[src/rtl/psw_pkg.sv]
// Package: shared types and constants for the status byte register.
// Assumes an 8-bit data path and a 2-bit condition code at the top of the lower byte.
package psw_pkg;
    localparam int BYTE_W = 8;
    localparam int CC_W   = 2;
    localparam int CC_LSB = BYTE_W - CC_W;

    typedef enum logic [1:0] {
        OP_NONE = 2'b00,
        OP_SET  = 2'b01,
        OP_CLR  = 2'b10,
        OP_TEST = 2'b11
    } psw_op_e;

    localparam logic [CC_W-1:0] CC_EQ = 2'b00;
    localparam logic [CC_W-1:0] CC_NE = 2'b10;
endpackage

[src/rtl/psw_byte_next.sv]
// Module: next-value logic for one status byte.
// Applies a masked set or clear when this byte is the target, lets a load
// override it, and then drops the bits listed in drop_mask (reserved bits).
// Assumes cur is the visible (already masked) value of the byte.
module psw_byte_next
    import psw_pkg::*;
#(
    parameter int W = BYTE_W
) (
    input  logic [W-1:0] cur,
    input  logic [1:0]   op,
    input  logic         hit,
    input  logic         ld,
    input  logic [W-1:0] din,
    input  logic [W-1:0] mask,
    input  logic [W-1:0] drop_mask,
    output logic [W-1:0] nxt
);
    logic [W-1:0] masked_val;

    // Purpose: masked set or clear of the current value.
    always_comb begin
        masked_val = cur;
        if (hit) begin
            case (psw_op_e'(op))
                OP_SET:  masked_val = cur | mask;
                OP_CLR:  masked_val = cur & ~mask;
                default: masked_val = cur;
            endcase
        end
    end

    // Purpose: a load overrides the masked result; reserved bits are dropped.
    always_comb begin
        nxt = (ld ? din : masked_val) & ~drop_mask;
    end
endmodule

[src/rtl/psw_test_unit.sv]
// Module: evaluates the masked test.
// Reports "equal" when all masked bits of the chosen byte are one.
// Assumes sel_byte is the visible value seen by software.
module psw_test_unit
    import psw_pkg::*;
#(
    parameter int W = BYTE_W
) (
    input  logic [W-1:0]    sel_byte,
    input  logic [W-1:0]    mask,
    output logic [CC_W-1:0] cc_res
);
    // Purpose: compare the masked bits against the mask itself.
    always_comb begin
        cc_res = ((sel_byte & mask) == mask) ? CC_EQ : CC_NE;
    end
endmodule

[src/rtl/psw_flag_reg.sv]
// Module: upper and lower processor status bytes with masked set, clear and
// test, direct byte load and store, and a mode that makes two upper bits
// either reserved (read as zero) or user flags.
// Assumes op, mask and load controls are valid for one cycle each, and that
// the condition code lives in the top CC_W bits of the lower byte.
module psw_flag_reg
    import psw_pkg::*;
#(
    parameter int             W       = BYTE_W,
    parameter logic [W-1:0]   UF_MASK = 8'h18
) (
    input  logic            clk,
    input  logic            rst_n,
    input  logic            ext_mode,
    input  logic [1:0]      op,
    input  logic            op_sel,
    input  logic [W-1:0]    mask,
    input  logic            ld_en,
    input  logic            ld_sel,
    input  logic [W-1:0]    din,
    input  logic            st_sel,
    output logic [W-1:0]    dout,
    output logic [W-1:0]    status_hi,
    output logic [W-1:0]    status_lo,
    output logic [CC_W-1:0] cc
);
    localparam int NBYTES = 2;
    localparam int LO     = 0;
    localparam int HI     = 1;
    localparam int CC_POS = W - CC_W;

    logic [W-1:0]    byte_q   [NBYTES];
    logic [W-1:0]    byte_nx  [NBYTES];
    logic [W-1:0]    vis      [NBYTES];
    logic [W-1:0]    lo_final;
    logic [CC_W-1:0] cc_res;
    logic            test_fire;
    logic            ld_lo;

    // One update unit per byte; only the upper byte carries reserved bits.
    for (genvar g = 0; g < NBYTES; g++) begin : g_byte
        localparam logic [W-1:0] RSV = (g == HI) ? UF_MASK : '0;
        logic [W-1:0] drop;

        // Purpose: the reserved bits are hidden from readers in legacy mode.
        assign vis[g] = ext_mode ? byte_q[g] : (byte_q[g] & ~RSV);
        // Purpose: the reserved bits are dropped from writes in legacy mode.
        assign drop   = ext_mode ? '0 : RSV;

        psw_byte_next #(.W(W)) u_next (
            .cur       (vis[g]),
            .op        (op),
            .hit       (op_sel == 1'(g)),
            .ld        (ld_en && (ld_sel == 1'(g))),
            .din       (din),
            .mask      (mask),
            .drop_mask (drop),
            .nxt       (byte_nx[g])
        );
    end

    psw_test_unit #(.W(W)) u_test (
        .sel_byte (vis[op_sel]),
        .mask     (mask),
        .cc_res   (cc_res)
    );

    assign test_fire = (psw_op_e'(op) == OP_TEST);
    assign ld_lo     = ld_en && (ld_sel == 1'b0);

    // Purpose: the test result writes the lower byte's condition code unless a lower load wins.
    always_comb begin
        lo_final = byte_nx[LO];
        if (test_fire && !ld_lo) begin
            lo_final[CC_POS +: CC_W] = cc_res;
        end
    end

    // Purpose: the status byte registers with a synchronous active-low reset.
    always_ff @(posedge clk) begin
        if (!rst_n) begin
            byte_q[LO] <= '0;
            byte_q[HI] <= '0;
        end else begin
            byte_q[LO] <= lo_final;
            byte_q[HI] <= byte_nx[HI];
        end
    end

    assign status_lo = vis[LO];
    assign status_hi = vis[HI];
    assign cc        = vis[LO][CC_POS +: CC_W];
    assign dout      = st_sel ? vis[HI] : vis[LO];

    // after a legacy-mode cycle, the stored reserved bits are zero.
    a_r3_legacy_flags_cleared: assert property (@(posedge clk) disable iff (!rst_n)
        ($past(rst_n) && !$past(ext_mode)) |-> ((byte_q[HI] & UF_MASK) == '0));

    // a lower load wins over any masked op or test on that byte.
    a_r9_load_wins_lower: assert property (@(posedge clk) disable iff (!rst_n)
        $past(rst_n && ld_en && !ld_sel) |-> (status_lo == $past(din)));

    // the set leaves all masked bits of the lower byte at one.
    a_r4_set_lower: assert property (@(posedge clk) disable iff (!rst_n)
        $past(rst_n && op == 2'b01 && !op_sel && !(ld_en && !ld_sel))
        |-> ((status_lo & $past(mask)) == $past(mask)));

    // the clear leaves all masked bits of the lower byte at zero.
    a_r5_clear_lower: assert property (@(posedge clk) disable iff (!rst_n)
        $past(rst_n && op == 2'b10 && !op_sel && !(ld_en && !ld_sel))
        |-> ((status_lo & $past(mask)) == '0));

    // the test result appears on cc one cycle later.
    a_r6_test_cc: assert property (@(posedge clk) disable iff (!rst_n)
        $past(rst_n && op == 2'b11 && !(ld_en && !ld_sel))
        |-> (cc == ((($past(dout_sel_view) & $past(mask)) == $past(mask)) ? CC_EQ : CC_NE)));

    // a lower load alone leaves the upper byte unchanged.
    a_r10_lower_load_keeps_upper: assert property (@(posedge clk) disable iff (!rst_n)
        ($past(rst_n && ld_en && !ld_sel && !(op_sel && (op == 2'b01 || op == 2'b10)))
         && $stable(ext_mode)) |-> (status_hi == $past(status_hi)));

    logic [W-1:0] dout_sel_view;
    assign dout_sel_view = op_sel ? status_hi : status_lo;
endmodule

[config.mk]
export PLATFORM = sky130hd
export DESIGN_NAME = psw_flag_reg
export DESIGN_NICKNAME = d
export VERILOG_FILES = /design/src/rtl/psw_pkg.sv /design/src/rtl/psw_byte_next.sv /design/src/rtl/psw_test_unit.sv /design/src/rtl/psw_flag_reg.sv
export SDC_FILE = /design/constraint.sdc
export NUM_CORES = 1
export LEC_CHECK = 0
export CORE_MARGIN = 2
export CORE_UTILIZATION = 40
export CTS_CLUSTER_DIAMETER = 200
export DETAILED_ROUTE_END_ITERATION = 8
export DONT_BUFFER_PORTS = 1
export SLEW_MARGIN = 10
export SYNTH_ARGS = -nofsm -noshare
export SYNTH_HDL_FRONTEND = slang
export SYNTH_HIERARCHICAL = 1
export SYNTH_SLANG_ARGS = --single-unit
[constraint.sdc]
create_clock -name clk -period 4 [get_ports clk]
set_clock_uncertainty 0.05 [all_clocks]
set_input_delay 1 -clock clk [delete_from_list [all_inputs] [get_ports clk]]
set_output_delay 1 -clock clk [all_outputs]
set_load 0.01 [all_outputs]
Yosys cells after proc, flatten, opt, wreduce, memory -nomap -nowiden:

Memory sizes are Yosys's and may differ from the RTL's.
Cells that the tools add are included.

* $lt $le $gt $ge: 1
* reduce and logical (&&, ||, !) cells: 4
* bitwise gates (word level): 12
* equal/unequal tests: 4
* muxes and demuxes: 18

Operator list (count)
* two-way mux 8 bit: 10
* bitwise AND 8 bit: 4
* one-hot mux 8 bit (2 select lines): 2
* bitwise OR 8 bit: 2
* two-way mux 5 bit: 2
* == test 8 bit: 1
* NOT 5 -> 8 bit: 1
* NOT 8 bit: 1
* == test 2 bit, second input constant: 2
* two-way mux 2 bit: 2
* logical AND 1 bit: 3
* == test 2 x 1 -> 1 bit, second input constant: 1
* greater-or-equal comparator 2 bit, second input constant: 1
* two-way mux 1 bit: 2
* NOT 1 -> 2 bit: 1
* bitwise OR 1 bit: 2
* zero test 1 bit: 1
* NOT 1 bit: 1

* logic and storage cells: 40
* output and inout port bits: 26
* bits in registers: 0
* input port bits: 25
* RAM bits: 16
* memories: 1

Memory list
* byte_q: depth 2, bits a word 8, read ports 2, clocked after memory_dff 0, write ports 2, RTL line psw_flag_reg.sv:32 `logic [W-1:0] byte_q [NBYTES];`

Longest topological paths before layout:

An unclocked memory read counts as a cell.

* depth after elaboration: 10
* mapped depth: 8

Cells and area by module:

Netlist, hierarchy kept.

Modules (own cells, without submodules)
* psw_flag_reg: seq. area each 320.3 µm², area each 897.1 µm², cells each 80, times used 1
* psw_byte_next: seq. area each 0.0 µm², area each 372.9 µm², cells each 58, times used 2
* psw_test_unit: seq. area each 0.0 µm², area each 73.8 µm², cells each 15, times used 1

Worst setup path before layout:

Ideal clock, no wire load.

* path type: in2out
* from: input ext_mode
* to: output dout[3]
* path buffers: 0
* slack: 1.483 ns
* required time: 2.950 ns
* stages on the path: 2
* arrival time: 1.467 ns
* cells stage by stage: and2_1 -> mux2_4

* cells in the longest elaborated chain, start to end: 2

RTL lines
* from (decl): RTL line psw_flag_reg.sv:14 `input logic ext_mode,`
* two-way mux 5 bit: RTL line psw_flag_reg.sv:46 `assign vis[g] = ext_mode ? byte_q[g] : (byte_q[g] & ~RSV);`
* two-way mux 8 bit: RTL line psw_flag_reg.sv:93 `assign dout = st_sel ? vis[HI] : vis[LO];`
* to (decl): RTL line psw_flag_reg.sv:22 `output logic [W-1:0] dout,`

No other way between the ends.

Final worst setup path:

Ends and elaborated chain as after synthesis.

==> flow_metrics.py <==
metrics = {
    "status": {
        "status": "completed",
    },
    "placed_design": {
        "dp_hpwl_mm": 2.95,
        "portBuffers": 0,
        "placedCellCount": 246,
        "place_area_um2": 1610,
        "gp_congestion": 0.763,
    },
    "power": {
        "ir_drop_mv": 0.178,
        "power_uw": 419,
        "power.density_nw_per_um2": 252,
        "p_leak_nw": 0.657,
    },
    "floorplanning": {
        "core_area_um2": 4060,
        "initial_core_util_pct": 42.3,
        "pin_count": 51,
        "dieArea_um2": 4830,
        "num_rows": 23,
        "die_w_um": 69.5,
        "die_h_um": 69.5,
    },
    "hold_path": {
        "min_path_cells": 3,
        "min_from": "byte_q[0][2]",
        "hold_end": "byte_q[0][2]",
        "hp-class": "reg2reg",
    },
    "final_layout": {
        "largest_reg_flops": 16,
        "drive_gt1_share_pct": 13.5,
        "area_growth_pct": -3.06,
        "nets": 230,
        "reg_top3": "byte_q x16",
        "final_cells": 250,
        "final_common_cell": "nor2b_1",
        "design_area_um2": 1660,
        "n_antenna_cell": 0,
        "top_register": "byte_q",
    },
    "timing": {
        "tightest_slew_ns": 0.629,
        "fin_crit_sh_pct": 64.1,
        "relSlewSlack_pct": 58.1,
        "final_hold_viol_count": 0,
        "fmax_ghz": 0.390,
        "slew_violations": 0,
        "tns_ns": 0,
        "setup_violations": 0,
        "grt_setup_unrepaired": "false",
        "period_needed_ns": 2.56,
    },
    "route": {
        "routed_wirelength_mm": 4.23,
        "remaining_drc_errors": 0,
        "wl_per_cell_um": 16.9,
        "via_count": 1350,
        "ant_nets": 0,
        "drt_first_pass_iters": 4,
        "drt-initial-drc-count": 83,
        "viasPerCell": 5.40,
    },
    "clocking": {
        "cts_made_buffers": 3,
        "post_cts_buffers": 0,
        "cts.sinks": 16,
        "clockRootBuffer": "clkbuf_8",
        "holdBufCountCts": 0,
        "cts.clk_slew.worst_paths_ns": 0.07,
        "clk_latency_ns": 0.25,
        "cts_resized": 0,
        "cts_tree": "built",
        "cts-htree-levels": 1,
        "clockBufferDepth": 2,
    },
    "synthesis": {
        "netlist_area_um2": 1720,
        "yosysSeqAreaShare_pct": 18.7,
        "ys_ff_latch": 16,
        "synth_warnings": 6,
        "synth_top_family_by_area": "simple AND/OR/NAND/NOR gates",
        "yosys.area_share.simple_pct": 27.3,
        "synth_cells": 211,
        "synthDistinctLibCells": 24,
        "avgSynthCellArea_um2": 8.14,
        "synth_xor_area_share_pct": 0,
        "synthMuxAreaShare_pct": 15.2,
        "synth_compound_area_share_pct": 19.7,
        "synth-adder-area-share_pct": 2.92,
    },
    "critical_path": {
        "rr_startpoint": "byte_q[0][6]",
        "r2r_end": "byte_q[0][7]",
        "crit_chain": "and2_1 > mux2_4",
        "critPathLaunchType": "input port",
        "ff2ff_setup_slack_ns": 2.38,
        "reg2reg_depth": 5,
        "critPathKind": "in2out",
        "cp_slowest_stage_delay_ns": 0.31,
        "cp-end-kind": "output port",
        "cp.required_ns": 2.95,
        "crit_cells": 2,
        "cp_num_buf_inv": 0,
        "cp_max_fo": 5,
        "arrival_ns": 1.51,
        "crit_slowest_cell": "mux2_4",
        "cp_top_family": "multiplexers",
    },
    "global_route": {
        "grt_overflow_total": 0,
        "grt_pass1_vias": 1383,
        "track_usage_pct": 18.4,
        "grt_max_degree": 19,
        "antenna_found_initial": 0,
        "grt_pass1_wl_mm": 7.11,
    },
    "flow_run": {
        "maxCapViolCount": 0,
    },
}
==> worst max-delay path by stage <==
stage | slack (ns) | start | endpoint
after floorplan | 1.48 | ext_mode | dout[3]
after global placement | 1.43 | ext_mode | dout[3]
after detailed placement | 1.44 | ext_mode | dout[3]
after CTS | 1.44 | ext_mode | dout[3]
after global routing | 1.42 | ext_mode | dout[3]
final | 1.44 | ext_mode | dout[3]
==> layout make-up <==
| cell class | count | area (µm²) |
|---|---|---|
| clock buffer | 4 | 55.1 |
| fill | 421 | 2390 |
| inverter | 14 | 52.6 |
| sequential | 16 | 320 |
| multi-input combinational | 166 | 1170 |
| tap | 50 | 62.6 |
==> layer usage <==
layer	routed length, µm	GRT usage (%)	share of wire [%]	vias to the layer above
li1	-	-	-	680
met1	1970	24.2	47	621
met2	1860	29.0	44	45
met3	371	7.27	8.8	4
met4	24	3.05	0.57	0
met5	0	0	0	-
==> cell usage after synthesis <==
cell type / number / area [µm²]
nor2b_1: 32 / 200
buf_4: 19 / 143
a21oi_1: 16 / 80.1
and2_1: 16 / 100
dfxtp_1: 16 / 320
mux2_4: 16 / 240
nand3_1: 16 / 80.1
o21ai_0: 16 / 80.1
a311oi_1: 14 / 123
inv_1: 14 / 52.6
buf_6: 5 / 56.3
nand2_1: 5 / 18.8
buf_2: 4 / 20.0
ha_1: 4 / 50.1
o22ai_1: 4 / 25.0
a311oi_2: 2 / 30.0
conb_1: 2 / 7.51
mux2i_1: 2 / 20.0
nand2b_1: 2 / 12.5
nor2b_2: 2 / 17.5
and2_2: 1 / 7.51
nor2_4: 1 / 11.3
nor2b_4: 1 / 13.8
or4_1: 1 / 7.51
==> cell families after synthesis <==
| kind of cell | after synthesis |
|---|---|
| AOI/OAI and AO/OA | 52 |
| adders and majority gates | 4 |
| buffers and inverters | 42 |
| DFF | 16 |
| muxes | 18 |
| other | 2 |
| and+or+nand+nor | 77 |
==> where the power goes <==
group / leakage [nW] / total (mW) / switching, mW / internal [mW]
clock: 0.0288 / 0.151 / 0.0639 / 0.0875
combinational: 0.498 / 0.0890 / 0.0457 / 0.0432
sequential: 0.131 / 0.179 / 0.0129 / 0.166
==> through the flow <==
step	setup WS (ns)	utilization, %	hold slack, ns
2_1_floorplan	1.48	-	0.566
3_3_place_gp	1.43	39.7	0.674
3_5_place_dp	1.44	39.7	0.671
4_1_cts	1.44	41.0	0.684
5_1_grt	1.42	41.0	0.721
6_report	1.44	41.0	0.678
Power figures use the tool's default switching activity.
